`src/rtl/gfx_ia_pkg.sv`:
```
package gfx_ia_pkg;
  typedef enum logic [1:0] {
    IA_NONE = 2'd0,
    IA_ADD  = 2'd1,
    IA_SUB  = 2'd2
  } ia_kind_e;

  function automatic logic ia_legal(input ia_kind_e k);
    return k != IA_NONE;
  endfunction
endpackage

```
`src/rtl/gfx_ia_decode.sv`:
```
module gfx_ia_decode
  import gfx_ia_pkg::*;
#(
  parameter int OPC_W = 7,
  parameter logic [OPC_W-1:0] OPC_ADD = 7'h49,
  parameter logic [OPC_W-1:0] OPC_SUB = 7'h4D
) (
  input  logic             op_valid,
  input  logic [OPC_W-1:0] sub_op,
  output ia_kind_e         kind
);
  always_comb begin
    kind = IA_NONE;
    if (op_valid) begin
      if (sub_op == OPC_ADD)      kind = IA_ADD;
      else if (sub_op == OPC_SUB) kind = IA_SUB;
    end
  end
endmodule

```
`src/rtl/gfx_ia_alu.sv`:
```
module gfx_ia_alu
  import gfx_ia_pkg::*;
#(
  parameter int WORD_W = 32,
  parameter int LANES  = 2
) (
  input  ia_kind_e                 kind,
  input  logic                     dbl,
  input  logic [LANES*WORD_W-1:0]  opa,
  input  logic [LANES*WORD_W-1:0]  opb,
  output logic [LANES*WORD_W-1:0]  res
);
  localparam int FULL_W = LANES * WORD_W;

  // Subtraction as a + ~b + 1: invert the second operand, inject carry in lane 0.
  function automatic logic [WORD_W-1:0] lane_opnd(input logic [WORD_W-1:0] b,
                                                  input logic inv);
    return inv ? ~b : b;
  endfunction

  logic                   is_sub;
  logic [LANES:0]         carry;
  logic [FULL_W-1:0]      raw;

  assign is_sub   = (kind == IA_SUB);
  assign carry[0] = is_sub;

  for (genvar i = 0; i < LANES; i++) begin : g_lane
    logic [WORD_W-1:0] a_w, b_w;
    assign a_w = opa[i*WORD_W +: WORD_W];
    assign b_w = lane_opnd(opb[i*WORD_W +: WORD_W], is_sub);
    if (i < LANES - 1) begin : g_mid
      logic [WORD_W:0] s;
      assign s = {1'b0, a_w} + {1'b0, b_w} + {{WORD_W{1'b0}}, carry[i]};
      assign raw[i*WORD_W +: WORD_W] = s[WORD_W-1:0];
      assign carry[i+1] = s[WORD_W];
    end else begin : g_top
      assign raw[i*WORD_W +: WORD_W] = a_w + b_w + {{(WORD_W-1){1'b0}}, carry[i]};
      assign carry[i+1] = 1'b0;
    end
  end

  // Narrow form: only lane 0 is meaningful; upper lanes forced to zero.
  always_comb begin
    res = raw;
    if (!dbl) res[FULL_W-1:WORD_W] = '0;
  end

  logic unused_carry;
  assign unused_carry = carry[LANES];
endmodule

```
`src/rtl/gfx_ia_stage.sv`:
```
module gfx_ia_stage #(
  parameter int FULL_W = 64
) (
  input  logic              clk,
  input  logic              rst_n,
  input  logic              load,
  input  logic [FULL_W-1:0] d_val,
  input  logic              d_wide,
  output logic [FULL_W-1:0] q_val,
  output logic              q_wide
);
  always_ff @(posedge clk or negedge rst_n) begin
    if (!rst_n) begin
      q_val  <= '0;
      q_wide <= 1'b0;
    end else if (load) begin
      q_val  <= d_val;
      q_wide <= d_wide;
    end
  end
endmodule

```
`src/rtl/gfx_ia_wrback.sv`:
```
module gfx_ia_wrback #(
  parameter int WORD_W = 32
) (
  input  logic              legal,
  input  logic              piped,
  input  logic              dbl,
  input  logic [2*WORD_W-1:0] now_val,
  input  logic [2*WORD_W-1:0] held_val,
  input  logic              held_wide,
  output logic              even_en,
  output logic              odd_en,
  output logic [WORD_W-1:0] even_data,
  output logic [WORD_W-1:0] odd_data
);
  logic [2*WORD_W-1:0] sel_val;
  logic                sel_wide;

  assign sel_val  = piped ? held_val  : now_val;
  assign sel_wide = piped ? held_wide : dbl;

  assign even_en   = legal;
  assign odd_en    = legal && sel_wide;
  assign even_data = sel_val[WORD_W-1:0];
  assign odd_data  = sel_val[2*WORD_W-1:WORD_W];
endmodule

```
`src/rtl/gfx_iaddsub.sv`:
```
module gfx_iaddsub
  import gfx_ia_pkg::*;
#(
  parameter int WORD_W = 32,
  parameter int OPC_W  = 7,
  parameter logic [OPC_W-1:0] OPC_ADD = 7'h49,
  parameter logic [OPC_W-1:0] OPC_SUB = 7'h4D
) (
  input  logic              clk,
  input  logic              rst_n,
  input  logic              op_valid,
  input  logic [OPC_W-1:0]  sub_op,
  input  logic              dbl,
  input  logic              piped,
  input  logic [WORD_W-1:0] src1_even,
  input  logic [WORD_W-1:0] src1_odd,
  input  logic [WORD_W-1:0] src2_even,
  input  logic [WORD_W-1:0] src2_odd,
  output logic              wr_even_en,
  output logic              wr_odd_en,
  output logic [WORD_W-1:0] wr_even_data,
  output logic [WORD_W-1:0] wr_odd_data
);
  localparam int FULL_W = 2 * WORD_W;

  ia_kind_e          op_kind;
  logic              op_legal;
  logic              stage_load;
  logic [FULL_W-1:0] alu_res;
  logic [FULL_W-1:0] stage_val;
  logic              stage_wide;

  gfx_ia_decode #(.OPC_W(OPC_W), .OPC_ADD(OPC_ADD), .OPC_SUB(OPC_SUB)) u_dec (
    .op_valid (op_valid),
    .sub_op   (sub_op),
    .kind     (op_kind)
  );

  assign op_legal   = ia_legal(op_kind);
  assign stage_load = op_legal && piped;

  gfx_ia_alu #(.WORD_W(WORD_W), .LANES(2)) u_alu (
    .kind (op_kind),
    .dbl  (dbl),
    .opa  ({src1_odd, src1_even}),
    .opb  ({src2_odd, src2_even}),
    .res  (alu_res)
  );

  gfx_ia_stage #(.FULL_W(FULL_W)) u_stage (
    .clk    (clk),
    .rst_n  (rst_n),
    .load   (stage_load),
    .d_val  (alu_res),
    .d_wide (dbl),
    .q_val  (stage_val),
    .q_wide (stage_wide)
  );

  gfx_ia_wrback #(.WORD_W(WORD_W)) u_wb (
    .legal     (op_legal),
    .piped     (piped),
    .dbl       (dbl),
    .now_val   (alu_res),
    .held_val  (stage_val),
    .held_wide (stage_wide),
    .even_en   (wr_even_en),
    .odd_en    (wr_odd_en),
    .even_data (wr_even_data),
    .odd_data  (wr_odd_data)
  );
endmodule

```
`config.mk`:
```
export PLATFORM = sky130hd
export DESIGN_NAME = gfx_iaddsub
export DESIGN_NICKNAME = d
export VERILOG_FILES = /design/src/rtl/gfx_ia_pkg.sv /design/src/rtl/gfx_ia_decode.sv /design/src/rtl/gfx_ia_alu.sv /design/src/rtl/gfx_ia_stage.sv /design/src/rtl/gfx_ia_wrback.sv /design/src/rtl/gfx_iaddsub.sv
export SDC_FILE = /design/constraint.sdc
export NUM_CORES = 1
export LEC_CHECK = 0
export BUFFER_PORTS_ARGS = -buffer_cell sky130_fd_sc_hd__buf_4
export CORE_MARGIN = 5
export CORE_UTILIZATION = 50
export DETAILED_ROUTE_END_ITERATION = 16
export PLACE_DENSITY = 0.77
export SLEW_MARGIN = 40
export SYNTH_ARGS = -nofsm -noshare
export SYNTH_HDL_FRONTEND = slang
export SYNTH_SLANG_ARGS = --single-unit
```
`constraint.sdc`:
```
create_clock -name clk -period 10.2 [get_ports clk]
set_input_delay 1.53 -clock clk [delete_from_list [all_inputs] [get_ports clk]]
set_output_delay 1.53 -clock clk [all_outputs]
set_load 0.05 [all_outputs]
```
==> results_dict.tcl <==
set metrics [dict create \
    outcome "finished, final reports clean" \
    arrival_ns 8.13 \
    start_kind "input port" \
    timing.rr.end "u_stage.q_val[27]" \
    port_buffers 205 \
    clockBufferDepth 2 \
    netlist_area_um2 7089 \
    ys_seq_area_frac 0.2294 \
    routed_wl_mm 20.88 \
    critPathKind "in2out" \
    grt_max_degree 112 \
    netlist_instances 928 \
    tightest_slew_ns 0.7559 \
    viasPerCell 5.690 \
    synth_flop_cell "dfrtp_1" \
    cts.repair.resized 0 \
    drv_cap 0 \
    fill_cells 1231 \
    clk_latency_ns 0.34 \
    coreArea_um2 13880 \
    max_freq_mhz 103.6 \
    ctsHtreeMaxLevel 3 \
    hold_class "reg2reg" \
    multi_input_area_um2 5200 \
    rsz0062_at_grt "false" \
    reg2reg_slack_ns 9.38 \
    ant_nets 0 \
    cp-startpoint "sub_op[4]" \
    synth-edff-count 0 \
    async_reset_ff_frac 1.000 \
    grt_pass1_wl_mm 33.36 \
    fp.dieW_um 129.1 \
    yosys_warnings 0 \
    ys_types 68 \
    cts.sinks 65 \
    r2r-start "u_stage.q_val[27]" \
    crit_top_cell "fa_1" \
    synth_area_per_cell_um2 7.639 \
    required_ns 8.67 \
    fp-row-count 43 \
    antenna_found_initial 0 \
    leakagePower_nw 4.244 \
    path_clk_slew_ns 0.05 \
    synth_seq_cells 65 \
    nNetsFinal 1301 \
    holdCritStartpoint "u_stage.q_val[1]" \
    routabilityCongestion 0.9008 \
    dpl.hpwl_mm 15.98 \
    ir_worst_vdd_uv 76.58 \
    layout_min_cycle_time_ns 9.656 \
    drv_slew 0 \
    drive_above_1_share 0.2232 \
    worstHoldPathCells 2 \
    start_util 0.5107 \
    dieArea_um2 16660 \
    seqCellArea_um2 1627 \
    cts_tree "built" \
    setup_tns_ns 0 \
    crit_fanout 33 \
    cts_buffers 9 \
    io_pins 206 \
    critPathMaxStageDelay_ns 0.43 \
    ff2ff_path_depth 2 \
    hold_path_end "u_stage.q_val[1]" \
    antenna_cells 0 \
    drt_pass1_iterations 5 \
    num_vias 7295 \
    grt_overflow 0 \
    wl_per_cell_um 16.28 \
    hold_buffers 0 \
    grt_pass1_vias 7010 \
    area_growth_pct 27.44 \
    cts_setup_buffers 0 \
    drcViolationCount 0 \
    finClkSkew_ns 0 \
    slew_headroom 0.4961 \
    syn-num-nets 1132 \
    critPathSlowestCell "xnor2_1" \
    grt.total_usage 0.2458 \
    ctsRootBufferMaster "clkbuf_16" \
    fin_crit_sh 0.9466 \
    hold_viol 0 \
    p_per_area_nw_per_um2 127.6 \
    drt_iter0_drc 500 \
    setup_viol 0 \
    die_y_um 129.1 \
    crit_path_end_kind "primary output" \
    worst_hold_slack_ns 0.4760 \
]
## layout by cell type (no fill, tap or decap), drive strengths merged, types with 3 or more instances in the layout
cell,n
nor4b,3
nor2b,7
ha,61
nor2,48
nor3,15
a21o,26
fa,3
nand2,149
nand3,23
o21a,8
o21bai,8
or3,7
a21oi,59
a31o,3
o31ai,11
a221oi,3
a21boi,4
inv,27
and3,11
o211ai,8
xor2,21
or2,4
a22o,16
a211oi,7
mux2,3
xnor2,94
clkinv,4
o21ai,116
a31oi,10
nand2b,11
nor4,3
clkbuf,9
and4,5
dfrtp,65
buf,207
nand4,8
and2,3
## where the power goes
part / leakage (nW) / switching [mW] / internal, mW
Sequential: 0.889 / 0.0118 / 0.281
Clock: 0.155 / 0.125 / 0.214
Combinational: 3.20 / 0.319 / 0.202
Total: 4.24 / 0.456 / 0.697
## worst max-delay path by stage
| stage | to | cells after the start |
|---|---|---|
| global route | wr_odd_data[30] | 25 |
| floorplan | wr_odd_data[30] | 25 |
| detailed placement | wr_odd_data[30] | 25 |
| CTS | wr_odd_data[30] | 25 |
| finish | wr_odd_data[30] | 25 |
| global placement | wr_odd_data[30] | 25 |
## state kept, by name, indices dropped and copies added, names as in the netlist
| name | cells |
|---|---|
| u_stage.q_val | 64 |
| u_stage.q_wide | 1 |
## cell type report
cell class,instances,area share
Multi-Input combinational cell,787,0.5755
Sequential cell,65,0.1800
Clock inverter,7,0.01052
Tap cell,180,0.02493
Timing Repair Buffer,207,0.1728
Clock buffer,9,0.02493
Inverter,27,0.01122
## through the flow
| step | power, mW | instance area [um2] | setup slack, ns | util | cells |
|---|---|---|---|---|---|
| after CTS | 1.158 | 9034 | 0.5304 | 0.6508 | 1282 |
| after global placement | 0.8084 | 8697 | 0.9153 | 0.6266 | 1266 |
| after global routing | 1.217 | 9035 | 0.1306 | 0.6509 | 1282 |
| final | 1.153 | 9035 | 0.5442 | 0.6509 | 1282 |
| after floorplan | 0.6837 | 7089 | 0.2795 | - | 928 |
| after detailed placement | 0.8144 | 8713 | 0.5956 | 0.6277 | 1266 |
## critical path: cells and delay by family
family	cells	cell delay [ns]
AO/OA/AOI/OAI	13	2.99
buffers and inverters	2	0.39
adder cells (fa/ha/maj)	3	1.14
XOR/XNOR	2	0.61
AND/OR/NAND/NOR	5	1.44
## synth_stat cells, drive strengths merged (4+ instances only)
master,instances,area [um2]
nor3,15,75.07
and3,11,75.07
a22o,16,140.1
a21boi,4,30.03
xnor2,94,823.3
dfrtp,65,1627
a31oi,10,62.56
a211oi,7,57.55
a21oi,59,299.0
nand2b,11,68.82
and4,5,45.04
nand3,23,115.1
buf,4,17.52
ha,61,763.2
or2,4,25.02
o21bai,8,60.06
o21a,8,60.06
o211ai,8,60.06
a21o,26,195.2
nand4,8,50.05
nand2,149,559.3
inv,27,101.4
o21ai,116,584.3
clkbuf,45,168.9
nor2,48,180.2
o31ai,11,82.58
or3,7,43.79
xor2,21,183.9
nor2b,7,43.79
## metal layers
layer  routed length, um  up-vias  part of all wire  global-route usage
met1                9085     3334              0.44              0.3228
li1                    -     3670                 -                   -
met4                 385        0             0.018             0.08215
met3                1449       29             0.069             0.04081
met2                9956      262              0.48              0.4125
met5                   0        -                 0                   0
## kinds of logic (layout without fill, tap and decap cells)
group           after synthesis  in the layout  synth area share
simple gates                302            302            0.1961
mux                           4              4          0.006177
xor+xnor                    115            115            0.1421
buf+inv                      76            250           0.04059
flops                        65             65            0.2294
compound gates              302            302            0.2695
fa+ha+maj                    64             64            0.1161
(Power assumes the default switching activity.)
